### src/rtl/rfsh_pkg.sv
package rfsh_pkg;

    localparam int NUM_RAS     = 4;
    localparam int COARSE_MAX  = 10;
    localparam int FINE_LONG   = 30;
    localparam int FINE_SHORT  = 26;

    // Coarse stage: code 0 divides by 10, each step up divides by one less.
    function automatic int coarse_divisor(input logic [2:0] code);
        return COARSE_MAX - int'(code);
    endfunction

    function automatic int fine_divisor(input logic sel);
        return sel ? FINE_SHORT : FINE_LONG;
    endfunction

    // Cycle of the burst at which strobe idx falls.
    function automatic int line_offset(input int idx, input logic stag, input logic pair);
        if (!stag)
            return 0;
        else if (pair)
            return idx / 2;
        else
            return idx;
    endfunction

    function automatic int burst_len(input logic stag, input logic pair, input int low);
        return low + line_offset(NUM_RAS - 1, stag, pair);
    endfunction

    // Set bit = strobe low during burst cycle t.
    function automatic logic [NUM_RAS-1:0] low_mask(input int t, input logic stag,
                                                    input logic pair, input int low);
        logic [NUM_RAS-1:0] m;
        m = '0;
        for (int i = 0; i < NUM_RAS; i++) begin
            m[i] = (t >= line_offset(i, stag, pair)) && (t < line_offset(i, stag, pair) + low);
        end
        return m;
    endfunction

endpackage

### src/rtl/rfsh_coarse_div.sv
module rfsh_coarse_div
    import rfsh_pkg::*;
(
    input  logic       clk,
    input  logic       rst_n,
    input  logic [2:0] div_code,
    output logic       tick
);
    localparam int CW = $clog2(COARSE_MAX);

    typedef struct packed {
        logic [CW-1:0] cnt;
    } coarse_st_t;

    coarse_st_t st_d, st_q;
    logic [CW-1:0] lim;

    always_comb begin
        st_d = st_q;
        lim  = CW'(coarse_divisor(div_code) - 1);
        tick = (st_q.cnt >= lim);
        if (tick)
            st_d.cnt = '0;
        else
            st_d.cnt = st_q.cnt + CW'(1);
    end

    always_ff @(posedge clk or negedge rst_n) begin
        if (!rst_n)
            st_q <= '0;
        else
            st_q <= st_d;
    end

endmodule

### src/rtl/rfsh_interval.sv
module rfsh_interval
    import rfsh_pkg::*;
(
    input  logic clk,
    input  logic rst_n,
    input  logic tick,
    input  logic fine_sel,
    input  logic accept,
    output logic req
);
    localparam int FW = $clog2(FINE_LONG);

    typedef struct packed {
        logic [FW-1:0] cnt;
        logic          req;
    } intv_st_t;

    intv_st_t st_d, st_q;
    logic [FW-1:0] lim;
    logic          wrap;

    always_comb begin
        st_d = st_q;
        lim  = FW'(fine_divisor(fine_sel) - 1);
        wrap = tick && (st_q.cnt >= lim);
        if (tick)
            st_d.cnt = wrap ? '0 : st_q.cnt + FW'(1);
        // A single flag: a second wrap while pending stores nothing extra.
        st_d.req = wrap | (st_q.req & ~accept);
        req      = st_q.req;
    end

    always_ff @(posedge clk or negedge rst_n) begin
        if (!rst_n)
            st_q <= '0;
        else
            st_q <= st_d;
    end

endmodule

### src/rtl/rfsh_strobe_seq.sv
module rfsh_strobe_seq
    import rfsh_pkg::*;
#(
    parameter int LOW_CLKS = 4
)(
    input  logic               clk,
    input  logic               rst_n,
    input  logic               start,
    input  logic               stagger_en,
    input  logic               pair_mode,
    output logic               busy,
    output logic [NUM_RAS-1:0] ras_n
);
    localparam int TW = $clog2(LOW_CLKS + NUM_RAS + 1);

    typedef struct packed {
        logic               busy;
        logic               stag;
        logic               pair;
        logic [TW-1:0]      t;
        logic [NUM_RAS-1:0] ras_n;
    } seq_st_t;

    seq_st_t st_d, st_q;
    logic [TW-1:0] t_nx;

    always_comb begin
        st_d = st_q;
        t_nx = st_q.t + TW'(1);
        if (!st_q.busy) begin
            if (start) begin
                st_d.busy  = 1'b1;
                st_d.stag  = stagger_en;
                st_d.pair  = pair_mode;
                st_d.t     = '0;
                st_d.ras_n = ~low_mask(0, stagger_en, pair_mode, LOW_CLKS);
            end
        end else if (int'(t_nx) >= burst_len(st_q.stag, st_q.pair, LOW_CLKS)) begin
            st_d.busy  = 1'b0;
            st_d.t     = '0;
            st_d.ras_n = '1;
        end else begin
            st_d.t     = t_nx;
            st_d.ras_n = ~low_mask(int'(t_nx), st_q.stag, st_q.pair, LOW_CLKS);
        end
        busy  = st_q.busy;
        ras_n = st_q.ras_n;
    end

    always_ff @(posedge clk or negedge rst_n) begin
        if (!rst_n) begin
            st_q       <= '0;
            st_q.ras_n <= '1;
        end else begin
            st_q <= st_d;
        end
    end

endmodule

### src/rtl/dram_rfsh_seq.sv
module dram_rfsh_seq
    import rfsh_pkg::*;
#(
    parameter int LOW_CLKS = 4
)(
    input  logic       clk,
    input  logic       rst_n,
    input  logic [2:0] div_code,
    input  logic       fine_sel,
    input  logic       stagger_en,
    input  logic       pair_mode,
    input  logic       grant,
    output logic       rfsh_req,
    output logic [3:0] ras_n
);
    logic tick;
    logic busy;
    logic accept;

    assign accept = grant & rfsh_req & ~busy;

    rfsh_coarse_div u_coarse (
        .clk      (clk),
        .rst_n    (rst_n),
        .div_code (div_code),
        .tick     (tick)
    );

    rfsh_interval u_interval (
        .clk      (clk),
        .rst_n    (rst_n),
        .tick     (tick),
        .fine_sel (fine_sel),
        .accept   (accept),
        .req      (rfsh_req)
    );

    rfsh_strobe_seq #(.LOW_CLKS(LOW_CLKS)) u_strobe (
        .clk        (clk),
        .rst_n      (rst_n),
        .start      (accept),
        .stagger_en (stagger_en),
        .pair_mode  (pair_mode),
        .busy       (busy),
        .ras_n      (ras_n)
    );

endmodule

### config.mk
export PLATFORM = sky130hd
export DESIGN_NAME = dram_rfsh_seq
export DESIGN_NICKNAME = d
export VERILOG_FILES = /design/src/rtl/rfsh_pkg.sv /design/src/rtl/rfsh_coarse_div.sv /design/src/rtl/rfsh_interval.sv /design/src/rtl/rfsh_strobe_seq.sv /design/src/rtl/dram_rfsh_seq.sv
export SDC_FILE = /design/constraint.sdc
export NUM_CORES = 1
export LEC_CHECK = 0
export ABC_AREA = 1
export BUFFER_PORTS_ARGS = -buffer_cell sky130_fd_sc_hd__buf_2
export CAP_MARGIN = 25
export CORE_ASPECT_RATIO = 0.75
export CORE_MARGIN = 5
export CORE_UTILIZATION = 50
export DETAILED_ROUTE_END_ITERATION = 7
export HOLD_SLACK_MARGIN = 0.02
export MAX_ROUTING_LAYER = met4
export PLACE_DENSITY_LB_ADDON = 0.2
export SLEW_MARGIN = 10
export SYNTH_ARGS = -nofsm -noshare
export SYNTH_HDL_FRONTEND = slang
export SYNTH_SLANG_ARGS = --single-unit
### constraint.sdc
create_clock -name clk -period 2.1 [get_ports clk]
set_clock_uncertainty 0.2 [all_clocks]
set_input_delay 0.63 -clock clk [delete_from_list [all_inputs] [get_ports clk]]
set_output_delay 0.63 -clock clk [all_outputs]
set_load 0.02 [all_outputs]
-- After elaboration in Yosys (flattened, before gate mapping)
Cells that the tools add are included.
- $lt $le $gt $ge: 19
- mux-type cells: 37
- bitwise operators: 8
- reduce and logical (&&, ||, !) cells: 11
- add/sub/neg operators: 15
- operators with widths (operator ; number):
    $mux 32 ; 23
    $add 32x4->32 const B ; 8
    $ge 5x32->1 ; 5
    $ge 1x32->1 const A ; 4
    $lt 1x32->1 const A ; 4
    $lt 5x32->1 ; 4
    $add 4x32->32 const A ; 1
    $mux 8 ; 2
    $mux 11 ; 1
    $logic_and 1x1->1 ; 9
    $add 4x1->4 const B ; 2
    $mux 2 ; 4
    $not 4->4 ; 2
    $add 5x1->5 const B ; 1
    $ge 5x5->1 ; 1
    $mux 5 ; 1
    $sub 5x2->5 const B ; 1
    $ge 4x4->1 ; 1
    $mux 1 ; 4
    $mux 4 ; 1
    $sub 4x2->4 const B ; 1
    $sub 4x3->4 const A ; 1
    $and 1x1->1 ; 3
    $mux 3 ; 1
    4 further kinds ; 5
- register bits after elaboration: 21
- bits of input ports: 9
- output and inout bits: 5

-- Longest topological paths before layout
Gate-level depths: netlist (run 1).
- word-level depth: 13
- gate-level depth with buffers: 11

-- Cells and area by module
Synthesis (run 1) repeated with hierarchy kept, for this count alone.
- cells, all modules: 181
- area total of the unflattened synthesis: 1393.8 µm²
- modules (own cells, without submodules) (module ; cells each ; area an instance (µm²) ; times used ; seq. area each (µm²)):
    rfsh_strobe_seq ; 97 ; 735.7 ; 1 ; 280.3
    rfsh_interval ; 48 ; 357.8 ; 1 ; 150.1
    rfsh_coarse_div ; 34 ; 290.3 ; 1 ; 100.1
    dram_rfsh_seq ; 2 ; 10.0 ; 1 ; 0.0

-- Worst setup path before layout (run 1)
No wires, ideal clock.
- path kind: input-to-reg
- start point: in div_code[1]
- end point: reg u_interval.st_q, in the netlist u_interval.req
- buffers on the path: 0
- slack: 95 ps
- arrival time: 1683 ps
- required time: 1778 ps
- library setup time: 122 ps
- stages: 8
- cell sequence: inv_1 ha_1 inv_1 ha_1 nand4_1 nand3_2 inv_2 o21ai_1
- RTL lines (what ; RTL line ; text):
    start: declaration ; dram_rfsh_seq.sv:8 ; input logic [2:0] div_code,
    end signal: assignment ; rfsh_interval.sv:37 ; st_q <= st_d;
    end: declaration ; rfsh_interval.sv:18 ; intv_st_t st_d, st_q;

-- Final worst setup path (run 1)
- start point: reg u_strobe.st_q[5] (netlist bit)
- end point: reg, netlist name u_strobe.ras_n[3]
- cells in the longest elaborated chain, start to end: 6
- elaborated cells between the ends (all ways): 8
- ends and longest elaborated chain (what ; RTL line ; text):
    start: declaration ; rfsh_strobe_seq.sv:24 ; seq_st_t st_d, st_q;
    start signal: assignment ; rfsh_strobe_seq.sv:55 ; st_q <= st_d;
    $add 4x1->4 * ; rfsh_strobe_seq.sv:29 ; t_nx = st_q.t + TW'(1);
    $ge 5x32->1 or $lt 5x32->1 (tied branches) ; rfsh_pkg.sv:37 ; m[i] = (t >= line_offset(i, stag, pair)) && (t < line_offset(i, stag, pair) + low);
    $logic_and 1x1->1 ; rfsh_pkg.sv:37 ;
    $not 4->4 ; rfsh_strobe_seq.sv:44 ; st_d.ras_n = ~low_mask(int'(t_nx), st_q.stag, st_q.pair, LOW_CLKS);
    $mux 8 * ; rfsh_strobe_seq.sv:38 ; end else if (int'(t_nx) >= burst_len(st_q.stag, st_q.pair, LOW_CLKS)) begin
    $mux 8 * ; rfsh_strobe_seq.sv:30 ; if (!st_q.busy) begin
Mark *: on every way between the ends. The rest lies on a longest branch, timed or not.
A chain may end at the register's enable or synchronous reset.

==> results_tabular.tex, run 1 <==
\begin{tabular}{lr}
\hline
Metric & Value \\
\hline
\multicolumn{2}{l}{\textbf{Outcome}} \\
Outcome & finished clean \\
\multicolumn{2}{l}{\textbf{Logic synthesis}} \\
Mean Syn Cell Area & 7.968 um\^{}2 \\
Total nets after synthesis & 194 \\
Cell taking the most area after synthesis & sky130\_fd\_sc\_hd\_\_dfrtp\_1 \\
Flop and latch count out of synthesis & 21 \\
Post-synthesis instance area & 1363 um\^{}2 \\
Count of warnings emitted by yosys & 0 \\
Cells taking the most area after synthesis & sky130\_fd\_sc\_hd\_\_dfrtp\_1 (31\%), sky130\_fd\_sc\_hd\_\_nand2\_1 (14\%), sky130\_fd\_sc\_hd\_\_ha\_1 (13\%) \\
Count of mapped cells out of synthesis & 171 \\
Top-area cell type share of the netlist area & 0.3122 \\
Number of different library cells in the post-synthesis netlist & 27 \\
Share of synthesized area occupied by flip-flops and latches & 0.3893 \\
\multicolumn{2}{l}{\textbf{GRT}} \\
Number of global-route vias before repair & 1,066 \\
Global routing usage on met1 & 0.1784 \\
Number of antenna violations at the first check in global routing & 0 \\
Global-route track usage on met2 & 0.2440 \\
Met3 usage in global routing & 0.03804 \\
Most Crowded Layer GR & met2 \\
First-pass GRT wire length & 4.505 mm \\
Total track usage & 0.1452 \\
Maximum number of pins on one net before global-route repair & 22 \\
Remaining global-route overflow & 0 \\
\multicolumn{2}{l}{\textbf{Clocking}} \\
Clk buf depth & 2 \\
Count of clock tree sinks & 21 \\
TritonCTS clock tree & yes \\
CTS Root Cell & sky130\_fd\_sc\_hd\_\_clkbuf\_4 \\
Setup Buffers After CTS & 0 \\
Clock latency on the worst-skew pair & 300 ps \\
TritonCTS buffer count & 3 \\
CTS H-tree lvls & 1 \\
Clock transition at path regs & 110 ps \\
\multicolumn{2}{l}{\textbf{Cells and area}} \\
Ant diodes & 0 \\
Post-route non-filler standard cell count & 221 \\
Total non-filler cell area in the finished layout & 1476 um\^{}2 \\
Net count reported at finish & 209 \\
Fraction of layout instances using a drive strength above 1 & 0.2000 \\
Layout-stage area growth over the synthesis result & 8.357\% \\
\multicolumn{2}{l}{\textbf{Floorplan}} \\
Vert. Die Dim & 55.21 um \\
DIE AREA & 3880 um\^{}2 \\
IO Count & 14 \\
Core area & 2603 um\^{}2 \\
Starting utilization of the core area & 0.5236 \\
Std cell rows & 16 \\
Die width & 70.28 um \\
\multicolumn{2}{l}{\textbf{Placement}} \\
Routability Congestion & 0.8391 \\
Placed Instance Area & 1446 um\^{}2 \\
Number of instances in the placed design & 217 \\
Place WS & -178.0 ps \\
Port bufs & 13 \\
Detailed Place HPWL & 1.996 mm \\
\multicolumn{2}{l}{\textbf{Power}} \\
Leak & 0.8440 nW \\
Power Density & 1449 nW/um\^{}2 \\
VDD IR-drop max & 0.0007024 V \\
Design Power & 2.140 mW \\
\multicolumn{2}{l}{\textbf{STA}} \\
Final count of hold timing violations & 0 \\
Final setup TNS & 0 ps \\
Setup repair after global routing missed its margin & false \\
Maximum achievable frequency & 502.6 MHz \\
Final period demand of the worst path & 1990 ps \\
Tcrit/Tclk final & 0.9475 \\
Slew Limit Fails & 0 \\
Slew headroom & 0.6888 \\
Transition time at the pin with the least slew margin & 466.8 ps \\
Count of final setup violators & 0 \\
Post-route worst setup slack & 110.2 ps \\
\multicolumn{2}{l}{\textbf{Route}} \\
DRC & 0 \\
Final wirelength & 2.525 mm \\
Routed WL per cell & 11.43 um \\
Number of nets still failing antenna checks after routing & 0 \\
Initial detailed-routing violation count & 19 \\
Total iterations of the first detailed-routing run & 4 \\
Vias per cell & 4.937 \\
Number of vias after detailed routing & 1,091 \\
\multicolumn{2}{l}{\textbf{Setup path}} \\
Worst Path Required & 2140 ps \\
Crit-path most repeated cell & sky130\_fd\_sc\_hd\_\_nand2\_1 \\
Worst setup SP type & flop \\
Largest stage delay on the critical path & 430 ps \\
Cells along the critical path & ha\_1 -> ha\_1 -> a21oi\_2 -> nand3\_2 -> nand2\_4 -> nand2\_1 -> nand2\_1 -> nand2\_1 \\
Worst setup path class & reg2reg \\
Worst path slowest cell & sky130\_fd\_sc\_hd\_\_dfrtp\_1 \\
CP max FO & 7 \\
Data arrival time at the worst-slack endpoint & 2030 ps \\
Nature of the critical path endpoint & flop \\
\multicolumn{2}{l}{\textbf{Job}} \\
Total of max-cap violations & 0 \\
\multicolumn{2}{l}{\textbf{Worst hold path}} \\
Hold crit path type & in2async \\
\hline
\end{tabular}
flip-flops by register name, summed over array words and instances (netlist names):
name	cells
u_strobe.st_q	6
u_interval.st_q	5
u_coarse.st_q	4
u_strobe.ras_n	4
u_interval.req	1
u_strobe.busy	1
logic make-up after synthesis:
family          synth area share
buf+inv                   0.1148
xor+xnor                 0.03215
fa+ha+maj                 0.1286
simple gates              0.2874
flops                     0.3893
compound gates           0.04775
cell usage after synthesis:
master / instances
sky130_fd_sc_hd__a21boi_2: 1
sky130_fd_sc_hd__a21oi_1: 4
sky130_fd_sc_hd__a22o_1: 1
sky130_fd_sc_hd__buf_4: 4
sky130_fd_sc_hd__buf_6: 1
sky130_fd_sc_hd__dfrtp_1: 17
sky130_fd_sc_hd__dfstp_2: 4
sky130_fd_sc_hd__ha_1: 14
sky130_fd_sc_hd__inv_1: 25
sky130_fd_sc_hd__inv_2: 4
sky130_fd_sc_hd__inv_4: 1
sky130_fd_sc_hd__nand2_1: 50
sky130_fd_sc_hd__nand2_2: 3
sky130_fd_sc_hd__nand2_4: 2
sky130_fd_sc_hd__nand3_1: 15
sky130_fd_sc_hd__nand3_2: 2
sky130_fd_sc_hd__nand3b_1: 1
sky130_fd_sc_hd__nand4_1: 3
sky130_fd_sc_hd__nor2_1: 8
sky130_fd_sc_hd__nor2_2: 1
sky130_fd_sc_hd__nor3_1: 1
sky130_fd_sc_hd__o21ai_0: 1
sky130_fd_sc_hd__o21ai_1: 1
sky130_fd_sc_hd__o21bai_1: 1
sky130_fd_sc_hd__o31ai_1: 1
sky130_fd_sc_hd__xnor2_1: 3
sky130_fd_sc_hd__xor2_1: 2
area by class of cell:
class	count	area (um^2)
clock buffer	4	26.28
fill	252	1126
inverter	30	115.1
multi-input combinational	115	679.4
sequential	21	530.5
tap	36	45.04
timing repair buffer	15	80.08
repair_timing:
item                                    in CTS  in global routing
resized for setup                            0                  1
endpoints found under the setup margin       0                  5
hold buffers                                 0                  0
hold endpoints to repair                     0                  0
where the power goes:
part / leakage (nW) / internal, mW / switching, mW
clock network: 0.0150 / 0.0741 / 0.118
registers: 0.263 / 0.603 / 0.175
logic: 0.566 / 0.456 / 0.714
total: 0.844 / 1.13 / 1.01
layer usage:
layer / share of wire / wire, um
met5: 0 / 0
met4: 0.0051 / 13
met3: 0.040 / 101
met2: 0.47 / 1181
met1: 0.49 / 1228
cells in the final DEF, fill, tap and decap left out, types with 2 or more instances in the layout:
cell,Yosys,routed
sky130_fd_sc_hd__nand2_1,50,50
sky130_fd_sc_hd__inv_1,25,25
sky130_fd_sc_hd__dfrtp_1,17,17
sky130_fd_sc_hd__nand3_1,15,15
sky130_fd_sc_hd__ha_1,14,14
sky130_fd_sc_hd__buf_2,0,13
sky130_fd_sc_hd__nor2_1,8,8
sky130_fd_sc_hd__inv_2,4,4
sky130_fd_sc_hd__dfstp_2,4,4
sky130_fd_sc_hd__a21oi_1,4,3
sky130_fd_sc_hd__nand4_1,3,3
sky130_fd_sc_hd__xnor2_1,3,3
sky130_fd_sc_hd__nand2_2,3,3
sky130_fd_sc_hd__clkbuf_4,0,3
sky130_fd_sc_hd__nand3_2,2,2
sky130_fd_sc_hd__xor2_1,2,2
sky130_fd_sc_hd__nand2_4,2,2
sky130_fd_sc_hd__buf_4,4,2
worst paths after layout:
check | start | to | slack [ps] | depth (start not counted)
min reg2reg | u_coarse.st_q[0] | u_coarse.st_q[0] | 310 | 1
max | u_strobe.st_q[5] | u_strobe.ras_n[3] | 110 | 8
max reg2reg | u_strobe.st_q[5] | u_strobe.ras_n[3] | 110 | 8
min in group clk | u_coarse.st_q[0] | u_coarse.st_q[0] | 310 | 1
max in group asynchronous | rst_n | u_strobe.ras_n[2] | 1290 | 1
min | rst_n | u_interval.st_q[3] | 60 | 1
critical path, delay by kind of cell, from the launching register on:
kind / cells / cell delay [ps]
AO/OA/AOI/OAI: 1 / 200
adder cells (fa/ha/maj): 2 / 680
flip-flops: 1 / 430
AND/OR/NAND/NOR: 5 / 410
metrics by stage:
step / utilization / hold slack [ps]
6_report: 0.5673 / 61.53
4_1_cts: 0.5659 / 68.56
5_1_grt: 0.5673 / 61.95
3_3_place_gp: 0.5558 / 292.6
3_5_place_dp: 0.5558 / 285.4
2_1_floorplan: - / 134.4
(Power assumes the default switching activity.)
==> run 2, diff against run 1 <==
==> constraint.sdc (replaced) <==
create_clock -name clk -period 2.1 [get_ports clk]
set_clock_uncertainty 0.2 [all_clocks]
set_input_delay 0.315 -clock clk [delete_from_list [all_inputs] [get_ports clk]]
set_output_delay 0.315 -clock clk [all_outputs]
set_load 0.02 [all_outputs]
==> run 2 against run 1 <==
Effect of this change: flip-flop and latch count unchanged; routed wire length decreased by 8.1%; clock power decreased by 2%; combinational power about the same; power decreased by 1.8%; global-route usage decreased by 1.3 points; register-to-register slack improved by 20 ps; critical path depth unchanged; setup slack improved by 19 ps; fmax increased by 0.94%; via count decreased by 3.6%; critical path type unchanged.
==> results_tabular.tex, run 2 (synthesized netlist as in run 1, its figures left out) <==
\begin{tabular}{lr}
\hline
Metric & Value \\
\hline
\multicolumn{2}{l}{\textbf{Cells and area}} \\
Leading cell types in the layout, fill and taps excluded & sky130\_fd\_sc\_hd\_\_nand2\_1 (50), sky130\_fd\_sc\_hd\_\_inv\_1 (25), sky130\_fd\_sc\_hd\_\_dfrtp\_1 (17) (unchanged) \\
Fillers & 252 (unchanged) \\
Ant diodes & 0 (unchanged) \\
Fraction of layout instances using a drive strength above 1 & 0.1946 (was 0.2000) \\
Area of combinational cells with multiple inputs & 679.4 um\^{}2 (unchanged) \\
Largest reg by FF count & u\_strobe.st\_q (unchanged) \\
Number of flip-flops under the largest register name & 6 (unchanged) \\
Registers with the most flip-flops & u\_strobe.st\_q (6), u\_interval.st\_q (5) (unchanged) \\
Most common library cell in the layout ignoring fill and taps & sky130\_fd\_sc\_hd\_\_nand2\_1 (unchanged) \\
Layout-stage area growth over the synthesis result & 8.540\% (was 8.357\%) \\
Combined flip-flop and latch cell area & 530.5 um\^{}2 (unchanged) \\
Net count reported at finish & 209 (unchanged) \\
\multicolumn{2}{l}{\textbf{STA}} \\
Transition time at the pin with the least slew margin & 463.1 ps (was 466.8 ps) \\
Slew Limit Fails & 0 (unchanged) \\
Final count of hold timing violations & 0 (unchanged) \\
Count of final setup violators & 0 (unchanged) \\
Slew headroom & 0.6913 (was 0.6888) \\
Maximum achievable frequency & 507.3 MHz (was 502.6 MHz) \\
Setup repair after global routing missed its margin & false (unchanged) \\
Final period demand of the worst path & 1971 ps (was 1990 ps) \\
Tcrit/Tclk final & 0.9387 (was 0.9475) \\
Final setup TNS & 0 ps (unchanged) \\
Worst-case hold slack & 45.08 ps (was 61.53 ps) \\
\multicolumn{2}{l}{\textbf{Clocking}} \\
Clock latency on the worst-skew pair & 300 ps (about the same) \\
Clk buf depth & 2 (unchanged) \\
CTS Root Cell & sky130\_fd\_sc\_hd\_\_clkbuf\_4 (unchanged) \\
Count of clock tree sinks & 21 (unchanged) \\
CTS H-tree lvls & 1 (unchanged) \\
TritonCTS buffer count & 3 (unchanged) \\
TritonCTS clock tree & yes (unchanged) \\
Clock transition at path regs & 110 ps (about the same) \\
\multicolumn{2}{l}{\textbf{Floorplan}} \\
Vert. Die Dim & 55.21 um (unchanged) \\
Die width & 70.28 um (unchanged) \\
IO Count & 14 (unchanged) \\
Std cell rows & 16 (unchanged) \\
Core area & 2603 um\^{}2 (unchanged) \\
Starting utilization of the core area & 0.5236 (unchanged) \\
DIE AREA & 3880 um\^{}2 (unchanged) \\
\multicolumn{2}{l}{\textbf{Route}} \\
Total iterations of the first detailed-routing run & 4 (unchanged) \\
Number of vias after detailed routing & 1,052 (was 1,091) \\
Final wirelength & 2.320 mm (was 2.525 mm) \\
Vias per cell & 4.760 (was 4.937) \\
Initial detailed-routing violation count & 36 (was 19) \\
DRC & 0 (unchanged) \\
Number of nets still failing antenna checks after routing & 0 (unchanged) \\
Routed WL per cell & 10.50 um (was 11.43 um) \\
\multicolumn{2}{l}{\textbf{Placement}} \\
Detailed Place HPWL & 1.856 mm (was 1.996 mm) \\
Routability Congestion & 0.9153 (was 0.8391) \\
Port bufs & 13 (unchanged) \\
\multicolumn{2}{l}{\textbf{Setup path}} \\
CP max FO & 7 (unchanged) \\
Worst setup path class & reg2reg (unchanged) \\
Worst Path Required & 2140 ps (about the same) \\
Data arrival time at the worst-slack endpoint & 2010 ps (was 2030 ps) \\
Nature of the critical path endpoint & flop (unchanged) \\
Worst setup SP type & flop (unchanged) \\
\multicolumn{2}{l}{\textbf{Worst hold path}} \\
Hold crit path type & in2reg (was in2async) \\
\multicolumn{2}{l}{\textbf{GRT}} \\
Remaining global-route overflow & 0 (unchanged) \\
First-pass GRT wire length & 4.181 mm (was 4.505 mm) \\
Maximum number of pins on one net before global-route repair & 22 (unchanged) \\
Number of global-route vias before repair & 1,002 (was 1,066) \\
Number of antenna violations at the first check in global routing & 0 (unchanged) \\
Total track usage & 0.1326 (was 0.1452) \\
\multicolumn{2}{l}{\textbf{Power}} \\
Leak & 0.8433 nW (was 0.8440 nW) \\
VDD IR-drop max & 0.0007879 V (was 0.0007024 V) \\
Design Power & 2.102 mW (was 2.140 mW) \\
Power Density & 1421 nW/um\^{}2 (was 1449 nW/um\^{}2) \\
\multicolumn{2}{l}{\textbf{Outcome}} \\
Outcome & finished clean (unchanged) \\
\multicolumn{2}{l}{\textbf{Job}} \\
Total of max-cap violations & 0 (unchanged) \\
\hline
\end{tabular}
## run 2: cell types whose count changed in the layout (fill, tap and decap cells not counted), sizes merged
cell,delta
dlygate4sd3,+1
buf,-1
## run 2: report_power, final
part           internal [mW]  switching (mW)  total, mW
Sequential             0.602           0.169      0.772
Combinational          0.452           0.689       1.14
Clock                 0.0740           0.115      0.189
Total                   1.13           0.973       2.10
## run 2: layout make-up
class | instances | share of cell area
flip-flops and latches | 21 | 0.3587
clock buffers | 4 | 0.01777
well taps | 36 | 0.03046
repair buffers | 15 | 0.05584
inverters | 30 | 0.07783
multi-input cells | 115 | 0.4594
## run 2: through the flow
stage	area, um^2	std cells	setup slack [ps]	utilization
final	1479	221	128.7	0.5683
after global routing	1479	221	37.95	0.5683
after global placement	1439	216	151.5	0.5529
after detailed placement	1439	216	104.0	0.5529
after CTS	1475	221	78.50	0.5668
after floorplan	1363	171	222.3	-
## run 2: what timing repair did
| item | CTS | global route |
|---|---|---|
| setup buffers | 0 | 0 |
| setup endpoints to repair | 0 | 4 |
| hold buffers | 1 | 0 |
| hold endpoints to repair | 17 | 0 |
| gates resized for setup | 0 | 1 |
## run 2: worst paths after layout
| kind | end | start | cells after the start | slack, ps |
|---|---|---|---|---|
| max in group asynchronous | u_strobe.ras_n[1] | rst_n | 2 | 1070 |
| hold / removal | u_strobe.st_q[8] | pair_mode | 3 | 50 |
| setup / recovery | u_strobe.ras_n[3] | u_strobe.st_q[5] | 8 | 130 |
| setup reg to reg | u_strobe.ras_n[3] | u_strobe.st_q[5] | 8 | 130 |
| min in group asynchronous | u_interval.st_q[1] | rst_n | 2 | 290 |
| hold reg to reg | u_coarse.st_q[0] | u_coarse.st_q[0] | 1 | 320 |
## run 2: worst max-delay path, stage by stage (launching register included)
cell and delay, ps:
sky130_fd_sc_hd__dfrtp_1 430, sky130_fd_sc_hd__ha_1 350, sky130_fd_sc_hd__ha_1 330, sky130_fd_sc_hd__a21oi_2 190, sky130_fd_sc_hd__nand3_2 120, sky130_fd_sc_hd__nand2_4 110
sky130_fd_sc_hd__nand2_1 60, sky130_fd_sc_hd__nand2_1 70, sky130_fd_sc_hd__nand2_1 60
## run 2: routing by layer
| layer | routed length [um] | global-route usage |
|---|---|---|
| met1 | 1153 | 0.1810 |
| met2 | 1054 | 0.1960 |
| met3 | 99 | 0.03804 |
| met4 | 13 | 0.03005 |
| met5 | 0 | - |
